### config.mk
export PLATFORM = sky130hd
export DESIGN_NAME = l2_stream_prefetcher
export DESIGN_NICKNAME = d
export VERILOG_FILES = /design/src/rtl/l2pf_pkg.sv /design/src/rtl/l2pf_step.sv /design/src/rtl/l2pf_table.sv /design/src/rtl/l2pf_queue.sv /design/src/rtl/l2_stream_prefetcher.sv
export SDC_FILE = /design/constraint.sdc
export NUM_CORES = 2
export LEC_CHECK = 0
export ABC_AREA = 1
export BUFFER_PORTS_ARGS = -buffer_cell sky130_fd_sc_hd__buf_4
export CORE_ASPECT_RATIO = 2
export CORE_UTILIZATION = 58
export DETAILED_ROUTE_END_ITERATION = 8
export PLACE_DENSITY = 0.76
export SLEW_MARGIN = 20
export SYNTH_ARGS = -nofsm -noshare
export SYNTH_HDL_FRONTEND = slang
export SYNTH_SLANG_ARGS = --single-unit
### constraint.sdc
create_clock -name clk -period 17.5 [get_ports clk]
set_input_delay 3.5 -clock clk [delete_from_list [all_inputs] [get_ports clk]]
set_output_delay 3.5 -clock clk [all_outputs]
set_load 0.01 [all_outputs]
### src/rtl/l2pf_pkg.sv
package l2pf_pkg;

  // A 4 KiB page holds 64 lines of 64 bytes.
  localparam int OFF_W      = 6;
  localparam int PAGE_LINES = 1 << OFF_W;

  typedef logic [OFF_W-1:0] off_t;

  typedef enum logic [1:0] {
    SRC_LOAD   = 2'd0,
    SRC_STORE  = 2'd1,
    SRC_L1PF   = 2'd2,
    SRC_IFETCH = 2'd3
  } src_e;

  // Per-page tracking state.
  typedef struct packed {
    logic vld;    // entry in use
    logic dset;   // a direction has been seen
    logic dir;    // 1: ascending
    logic conf;   // stream confirmed
    off_t last;   // last demand offset
    off_t front;  // furthest line issued
  } strm_t;

  typedef struct packed {
    logic vld;
    off_t off;
  } cand_t;

endpackage

### src/rtl/l2pf_step.sv
module l2pf_step
  import l2pf_pkg::*;
#(
  parameter int MAX_AHEAD = 20
) (
  input  strm_t ent_i,
  input  off_t  off_i,
  output strm_t ent_o,
  output cand_t cand0_o,
  output cand_t cand1_o
);

  localparam int SW = OFF_W + 3;
  localparam logic signed [SW-1:0] S_ONE   = SW'(1);
  localparam logic signed [SW-1:0] S_TWO   = SW'(2);
  localparam logic signed [SW-1:0] S_TOP   = SW'(PAGE_LINES - 1);
  localparam logic signed [SW-1:0] S_AHEAD = SW'(MAX_AHEAD);

  logic moved, up_now, same_dir, ok0, ok1;
  logic signed [SW-1:0] o_s, f_s, base_s, c0_s, c1_s;

  function automatic logic in_window(input logic signed [SW-1:0] c,
                                     input logic signed [SW-1:0] o);
    logic signed [SW-1:0] d;
    d = c - o;
    if (d[SW-1]) d = -d;
    return !c[SW-1] && (c <= S_TOP) && (d <= S_AHEAD);
  endfunction

  always_comb begin
    o_s      = $signed({3'b000, off_i});
    f_s      = $signed({3'b000, ent_i.front});
    moved    = (off_i != ent_i.last);
    up_now   = (off_i > ent_i.last);
    same_dir = ent_i.dset && (up_now == ent_i.dir);

    // Resume from the frontier only when it is ahead of the demand.
    base_s = o_s;
    if (ent_i.conf) begin
      if (up_now && (f_s > o_s))       base_s = f_s;
      else if (!up_now && (f_s < o_s)) base_s = f_s;
    end
    c0_s = up_now ? base_s + S_ONE : base_s - S_ONE;
    c1_s = up_now ? base_s + S_TWO : base_s - S_TWO;
    ok0  = in_window(c0_s, o_s);
    ok1  = in_window(c1_s, o_s);

    ent_o   = ent_i;
    cand0_o = '0;
    cand1_o = '0;
    if (moved) begin
      ent_o.last = off_i;
      if (same_dir) begin
        ent_o.conf   = 1'b1;
        cand0_o.vld  = ok0;
        cand0_o.off  = c0_s[OFF_W-1:0];
        cand1_o.vld  = ok1;
        cand1_o.off  = c1_s[OFF_W-1:0];
        ent_o.front  = ok1 ? c1_s[OFF_W-1:0] :
                       ok0 ? c0_s[OFF_W-1:0] : base_s[OFF_W-1:0];
      end else begin
        ent_o.dir  = up_now;
        ent_o.dset = 1'b1;
        ent_o.conf = 1'b0;
      end
    end
  end

endmodule

### src/rtl/l2pf_table.sv
module l2pf_table
  import l2pf_pkg::*;
#(
  parameter int LINE_W    = 26,
  parameter int NSTREAM   = 16,
  parameter int MAX_AHEAD = 20
) (
  input  logic              clk,
  input  logic              rst_n,
  input  logic              lk_en,
  input  logic [LINE_W-1:0] lk_line,
  input  logic              spatial_en,
  output logic              push0_vld,
  output logic [LINE_W-1:0] push0_line,
  output logic              push1_vld,
  output logic [LINE_W-1:0] push1_line
);

  localparam int PG_W = LINE_W - OFF_W;
  localparam int IW   = $clog2(NSTREAM);
  localparam int AW   = IW + 1;

  typedef logic [PG_W-1:0] page_t;

  strm_t         ent_q  [NSTREAM];
  strm_t         ent_d  [NSTREAM];
  page_t         page_q [NSTREAM];
  page_t         page_d [NSTREAM];
  logic [IW-1:0] age_q  [NSTREAM];
  logic [IW-1:0] age_d  [NSTREAM];

  page_t               lk_page;
  off_t                lk_off, partner, dist0, dist1;
  logic [NSTREAM-1:0]  hit_vec, free_vec;
  logic                hit, any_free, sp_ok;
  logic [IW-1:0]       hit_idx, free_idx, old_idx, sel_idx;
  logic [AW-1:0]       ref_age;
  strm_t               hit_ent, step_ent, new_ent;
  cand_t               sc0, sc1, out0, out1;

  assign lk_page = lk_line[LINE_W-1:OFF_W];
  assign lk_off  = lk_line[OFF_W-1:0];
  assign partner = lk_off ^ off_t'(1);

  for (genvar gi = 0; gi < NSTREAM; gi++) begin : g_match
    assign hit_vec[gi]  = ent_q[gi].vld && (page_q[gi] == lk_page);
    assign free_vec[gi] = !ent_q[gi].vld;
  end

  assign hit      = |hit_vec;
  assign any_free = |free_vec;

  // Lowest index wins for hit and free slot; the oldest page has the top age.
  always_comb begin
    hit_idx  = '0;
    free_idx = '0;
    old_idx  = '0;
    for (int i = NSTREAM - 1; i >= 0; i--) begin
      if (hit_vec[i])                   hit_idx  = IW'(i);
      if (free_vec[i])                  free_idx = IW'(i);
      if (age_q[i] == IW'(NSTREAM - 1)) old_idx  = IW'(i);
    end
  end

  assign hit_ent = ent_q[hit_idx];

  l2pf_step #(.MAX_AHEAD(MAX_AHEAD)) u_step (
    .ent_i   (hit_ent),
    .off_i   (lk_off),
    .ent_o   (step_ent),
    .cand0_o (sc0),
    .cand1_o (sc1)
  );

  always_comb begin
    sel_idx = hit ? hit_idx : (any_free ? free_idx : old_idx);
    if (hit)           ref_age = {1'b0, age_q[hit_idx]};
    else if (any_free) ref_age = AW'(NSTREAM);
    else               ref_age = {1'b0, age_q[old_idx]};
    new_ent       = '0;
    new_ent.vld   = 1'b1;
    new_ent.last  = lk_off;
    new_ent.front = lk_off;
  end

  // Stream candidates first; the pair partner fills a spare slot.
  always_comb begin
    out0  = '0;
    out1  = '0;
    sp_ok = spatial_en && !(hit && sc1.vld) && !(hit && sc0.vld && (sc0.off == partner));
    if (hit && sc0.vld) begin
      out0 = sc0;
      if (sc1.vld)    out1 = sc1;
      else if (sp_ok) out1 = '{vld: 1'b1, off: partner};
    end else if (sp_ok) begin
      out0 = '{vld: 1'b1, off: partner};
    end
  end

  assign push0_vld  = lk_en && out0.vld;
  assign push0_line = {lk_page, out0.off};
  assign push1_vld  = lk_en && out1.vld;
  assign push1_line = {lk_page, out1.off};

  always_comb begin
    ent_d  = ent_q;
    page_d = page_q;
    age_d  = age_q;
    if (lk_en) begin
      for (int i = 0; i < NSTREAM; i++) begin
        if (ent_q[i].vld && ({1'b0, age_q[i]} < ref_age)) age_d[i] = age_q[i] + 1'b1;
      end
      age_d[sel_idx]  = '0;
      page_d[sel_idx] = lk_page;
      ent_d[sel_idx]  = hit ? step_ent : new_ent;
    end
  end

  always_ff @(posedge clk or negedge rst_n) begin
    if (!rst_n) begin
      for (int i = 0; i < NSTREAM; i++) begin
        ent_q[i]  <= '0;
        page_q[i] <= '0;
        age_q[i]  <= '0;
      end
    end else if (lk_en) begin
      ent_q  <= ent_d;
      page_q <= page_d;
      age_q  <= age_d;
    end
  end

  always_comb begin
    dist0 = (out0.off >= lk_off) ? out0.off - lk_off : lk_off - out0.off;
    dist1 = (out1.off >= lk_off) ? out1.off - lk_off : lk_off - out1.off;
  end

  p_single_match_r11: assert property (@(posedge clk) disable iff (!rst_n)
    $onehot0(hit_vec));

  p_quiet_until_confirmed_r3: assert property (@(posedge clk) disable iff (!rst_n)
    (lk_en && !spatial_en && !(hit && hit_ent.dset)) |-> !push0_vld);

  p_ahead_limit0_r7: assert property (@(posedge clk) disable iff (!rst_n)
    push0_vld |-> (int'(dist0) <= MAX_AHEAD));

  p_ahead_limit1_r7: assert property (@(posedge clk) disable iff (!rst_n)
    push1_vld |-> (int'(dist1) <= MAX_AHEAD));

  p_second_needs_first_r10: assert property (@(posedge clk) disable iff (!rst_n)
    push1_vld |-> push0_vld);

endmodule

### src/rtl/l2pf_queue.sv
module l2pf_queue #(
  parameter int W     = 26,
  parameter int DEPTH = 4
) (
  input  logic         clk,
  input  logic         rst_n,
  input  logic         in0_vld,
  input  logic [W-1:0] in0_data,
  input  logic         in1_vld,
  input  logic [W-1:0] in1_data,
  output logic         out_vld,
  output logic [W-1:0] out_data,
  input  logic         out_rdy
);

  localparam int PW = (DEPTH > 1) ? $clog2(DEPTH) : 1;
  localparam int CW = $clog2(DEPTH + 1);
  localparam int SW = CW + 1;

  logic [W-1:0]  mem_q [DEPTH];
  logic [PW-1:0] head_q, head_d, tail_q, tail_d, wr1_ptr;
  logic [CW-1:0] cnt_q, cnt_d;
  logic [SW-1:0] space;
  logic          pop, acc0, acc1;

  function automatic logic [PW-1:0] bump(input logic [PW-1:0] p);
    return (p == PW'(DEPTH - 1)) ? '0 : p + 1'b1;
  endfunction

  assign out_vld  = (cnt_q != '0);
  assign out_data = mem_q[head_q];

  always_comb begin
    pop     = out_vld && out_rdy;
    space   = SW'(DEPTH) - {1'b0, cnt_q} + SW'(pop);
    acc0    = in0_vld && (space != '0);
    acc1    = in1_vld && (space > SW'(acc0));
    wr1_ptr = acc0 ? bump(tail_q) : tail_q;
    tail_d  = tail_q;
    if (acc0) tail_d = bump(tail_q);
    if (acc1) tail_d = bump(wr1_ptr);
    head_d  = pop ? bump(head_q) : head_q;
    cnt_d   = cnt_q + CW'(acc0) + CW'(acc1) - CW'(pop);
  end

  always_ff @(posedge clk or negedge rst_n) begin
    if (!rst_n) begin
      head_q <= '0;
      tail_q <= '0;
      cnt_q  <= '0;
    end else begin
      if (pop)         head_q <= head_d;
      if (acc0 | acc1) tail_q <= tail_d;
      if (acc0 | acc1 | pop) cnt_q <= cnt_d;
    end
  end

  always_ff @(posedge clk) begin
    if (acc0) mem_q[tail_q]  <= in0_data;
    if (acc1) mem_q[wr1_ptr] <= in1_data;
  end

  p_no_overflow_r12: assert property (@(posedge clk) disable iff (!rst_n)
    int'(cnt_q) <= DEPTH);

  p_hold_while_stalled_r12: assert property (@(posedge clk) disable iff (!rst_n)
    (out_vld && !out_rdy) |=> (out_vld && $stable(out_data)));

endmodule

### src/rtl/l2_stream_prefetcher.sv
module l2_stream_prefetcher
  import l2pf_pkg::*;
#(
  parameter int          LINE_W     = 26,
  parameter int          NSTREAM    = 16,
  parameter int          MAX_AHEAD  = 20,
  parameter int          QDEPTH     = 4,
  parameter logic [3:0]  TRAIN_MASK = 4'b1111
) (
  input  logic              clk,
  input  logic              rst_n,
  input  logic              req_valid,
  input  logic [LINE_W-1:0] req_line,
  input  logic [1:0]        req_src,
  input  logic              spatial_en,
  output logic              pf_valid,
  output logic [LINE_W-1:0] pf_line,
  input  logic              pf_ready
);

  logic [1:0]        rst_pipe;
  logic              rst_core_n, lk_en;
  logic              p0_vld, p1_vld;
  logic [LINE_W-1:0] p0_line, p1_line;
  src_e              src;

  // Reset asserts at once and leaves two edges later.
  always_ff @(posedge clk or negedge rst_n) begin
    if (!rst_n) rst_pipe <= '0;
    else        rst_pipe <= {rst_pipe[0], 1'b1};
  end
  assign rst_core_n = rst_pipe[1];

  assign src   = src_e'(req_src);
  assign lk_en = req_valid && TRAIN_MASK[src];

  l2pf_table #(
    .LINE_W    (LINE_W),
    .NSTREAM   (NSTREAM),
    .MAX_AHEAD (MAX_AHEAD)
  ) u_table (
    .clk        (clk),
    .rst_n      (rst_core_n),
    .lk_en      (lk_en),
    .lk_line    (req_line),
    .spatial_en (spatial_en),
    .push0_vld  (p0_vld),
    .push0_line (p0_line),
    .push1_vld  (p1_vld),
    .push1_line (p1_line)
  );

  l2pf_queue #(
    .W     (LINE_W),
    .DEPTH (QDEPTH)
  ) u_queue (
    .clk      (clk),
    .rst_n    (rst_core_n),
    .in0_vld  (p0_vld),
    .in0_data (p0_line),
    .in1_vld  (p1_vld),
    .in1_data (p1_line),
    .out_vld  (pf_valid),
    .out_data (pf_line),
    .out_rdy  (pf_ready)
  );

  p_same_page_r6: assert property (@(posedge clk) disable iff (!rst_core_n)
    p0_vld |-> (p0_line[LINE_W-1:OFF_W] == req_line[LINE_W-1:OFF_W]));

endmodule

==> summary.md <==
| Metric | Value |
|---|---|
| Diode count | 0 |
| Ys Warns | 0 |
| Final period utilization | 0.874 |
| Clock share of power | 0.181 |
| Worst-margin pin slew | roughly 1100 ps |
| Dpl cells | ~5800 |
| Sink Count | between 700 and 800 |
| Vias/cell | 6.08 |
| Delay of the slowest critical-path stage | 690 ps |
| GRT Overall Usage | 0.356 |
| P&R area growth vs syn | 7.30% |
| Max-slew violation count | 0 |
| Cts hold-fix bufs | 0 |
| Net Count, Synth | between 5000 and 6000 |
| Initial antenna violation count | 0 |
| Largest net degree at the start of global routing | between 150 and 200 |
| PwrDens | approximately 190 nW/µm² |
| Filler Cells Inserted | ~6000 |
| Crit path max fanout | 68 |
| PostCTS Resize Cnt | 0 |
| Hold crit path type | flop to flop |
| Die ar. | 71300 µm² |
| Fraction of layout cells with a size suffix above 1 | 0.0682 |
| Setup Fix Bufs, Post-CTS | 0 |
| Mapped cell area | about 41000 µm² |
| Max-cap viol count | 0 |
| Die Ht | between 300 and 400 µm |
| Status | finished, final reports clean |
| Most frequent CP cell | nand2_1 |
| Post-synth EDFFs | 104 |
| ANT nets after route | 0 |
| Clk slew on worst S/H paths | 70 ps |
| Comb power frac | 0.471 |
| GRT busiest layer | met2 |
| WS Path Type | input port to flop |
| Area share of the largest cell type after synthesis | 0.399 |
| Largest cells by area after synthesis | dfrtp_1 40%, nand2_1 12%, o21ai_0 9.3%, edfxtp_1 7.7%, inv_1 4.3% |
| Yosys reg bits | around 750 |
| 1st-pass router iterations | 6 |
| Worst r2r path cells | 68 |
| Total negative slack | 0 ps |
| Synthesized instance count | 5109 |
| Port bufs | 57 |
| Post-placement cell area | about 41000 µm² |
| Final nets | between 5000 and 6000 |
| Post-layout util | 0.628 |
| Crit path capture type | flop |
| Worst setup margin | approximately 2200 ps |
| CP arrival | around 16000 ps |
| H-Tree Level Count | 3 |
| Sequential element share of the synthesized area | 0.476 |
| DRC viols | 0 |
| Clock tree buffer depth | 3 |
| Sw frac | 0.439 |
| Commonest register cell after synthesis | dfrtp_1 |
| Share of synthesized registers carrying an async set or reset | 0.862 |
| DP Worst Slack | between 1500 and 2000 ps |
| Most frequent cells in the layout | 1307 x nand2_1, 752 x o21ai_0, 648 x dfrtp_1 |
| Die Width | approximately 190 µm |
| Met1 Resource Use GR | 0.412 |
| Fin Clk Skew | roughly 30 ps |
| Wire per inst | roughly 21 µm |
| Gp weighted congestion | around 0.96 |
| # IOs | 60 |
| CP startpoint kind | input port |
| Post-Syn Area per Cell | approximately 8 µm² |
| Finished Cell Area | ~44000 µm² |
| Layout Cells excl Fill | a little under 6000 |
| Sequential power share | 0.348 |
| Post-DP HPWL | 80600 µm |
| TritonCTS Buffers | between 60 and 70 |
| Req. time, crit path | 17800 ps |
| FF/Latch Area | between 15000 and 20000 µm² |
| CTS tree | built |
| FP Rows | about 140 |
| Vias in the first global route | around 35000 |
| RSZ-0062 raised after global routing | false |
| Detailed router's first-iteration violation count | ~3700 |
| Fin crit period | between 15000 and 20000 ps |
| Tot Pwr | approximately 8.4 mW |
| Final setup violation count | 0 |
| Met2 usage in global routing | 0.597 |
| GRT met3 Usage | 0.0607 |
| Worst-skew pair later-pin latency | 650 ps |
| Gr ovfl total | 0 |
| First-pass GRT wire length | approximately 190000 µm |
| Routed wire length | approximately 130000 µm |
| Switch Pwr | 3.68 mW |
| Area leader, netlist | dfrtp_1 |
| Commonest non-fill, non-tap cell in the layout | nand2_1 |
| Hold Violations, Final | 0 |
| Area of the core | 69600 µm² |
| WHS Path Cells | 0 |
| CP max-delay cell | inv_2 |
| Hold WS | roughly 350 ps |
| Multi-input gate area | ~18000 µm² |
| Netlist cell types | 67 |
| Worst vdd ir | about 0.15 mV |
| Relative slew margins | 0.260 |
| Fmax achieved | around 0.065 GHz |
| Initial cell density of the core | 0.585 |
| DR vias | around 36000 |
| Int Power | 4.70 mW |
| Leakage Power | between 20 and 25 nW |
| CTS Root Cell | clkbuf_16 |
[worst paths after layout]
path / slack (ps) / to / start
hold reg to reg: 350 / rst_pipe[1] / rst_pipe[0]
max in group asynchronous: 14070 / u_table.page_q[42] / rst_pipe[1]
hold / removal: 350 / rst_pipe[1] / rst_pipe[0]
min in group asynchronous: 440 / u_table.ent_q[33] / rst_pipe[1]
setup reg to reg: 5300 / u_queue.mem_q[0][18] / u_table.ent_q[79]
setup / recovery: 2210 / u_queue.mem_q[0][18] / req_line[9]
[synthesized netlist by cell type, types with 19 or more instances]
cell and count:
o21ai_1 78, ha_1 108, edfxtp_1 104, buf_2 58, xnor2_1 40, mux2i_1 38, nor4_1 19, o22ai_1 116
o2111ai_1 29, inv_2 39, inv_1 468, xor2_1 53, nor2_1 328, nand3_1 246, clkbuf_1 198, nand4_1 48
dfrtp_1 649, o21ai_0 753, nand2_1 1309, a21oi_1 173
[critical path, delay by kind of cell]
kind / cells / cell delay (ps)
buf+inv: 13 / 3120
simple gates: 43 / 5470
compound gates: 12 / 2160
fa+ha+maj: 4 / 1220
[power groups by stage]
stage,clock [mW],combinational [mW],sequential [mW]
2_1_floorplan,0,2.84,2.83
3_3_place_gp,0,3.72,2.90
3_5_place_dp,0,3.86,2.92
4_1_cts,1.53,3.89,2.90
5_1_grt,1.59,4.44,2.98
6_report,1.52,3.94,2.92
[cells by family after synthesis]
kind of cell | after synthesis | share of synthesized area
other | 1 | 0.0000921
multiplexers | 38 | 0.00934
adder cells (fa/ha/maj) | 112 | 0.0352
flip-flops | 753 | 0.476
AO/OA/AOI/OAI | 1258 | 0.170
AND/OR/NAND/NOR | 2026 | 0.207
buffers and inverters | 827 | 0.0832
XOR/XNOR | 94 | 0.0204
[layer usage]
metal  part of all wire  up-vias  wire, µm
li1                   -    16672         -
met1               0.36    17301     45900
met2               0.48     1719     60800
met3              0.081      488     10300
met4              0.076        0      9680
met5                  0        -         0
[sequential cells by signal, indices dropped and copies added, names as in the netlist]
| name | flops |
|---|---|
| rst_pipe | 2 |
| u_queue.cnt_q | 3 |
| u_queue.head_q | 2 |
| u_queue.mem_q | 104 |
| u_queue.tail_q | 2 |
| u_table.age_q | 64 |
| u_table.ent_q | 256 |
| u_table.page_q | 320 |
[cell type report]
type,instances,area share
Sequential cell,753,0.443
Timing Repair Buffer,125,0.0226
Clock inverter,21,0.00541
Clock buffer,97,0.0448
Tap cell,903,0.0259
Multi-Input combinational cell,3529,0.413
Inverter,519,0.0447
Power figures use the tool's default switching activity.
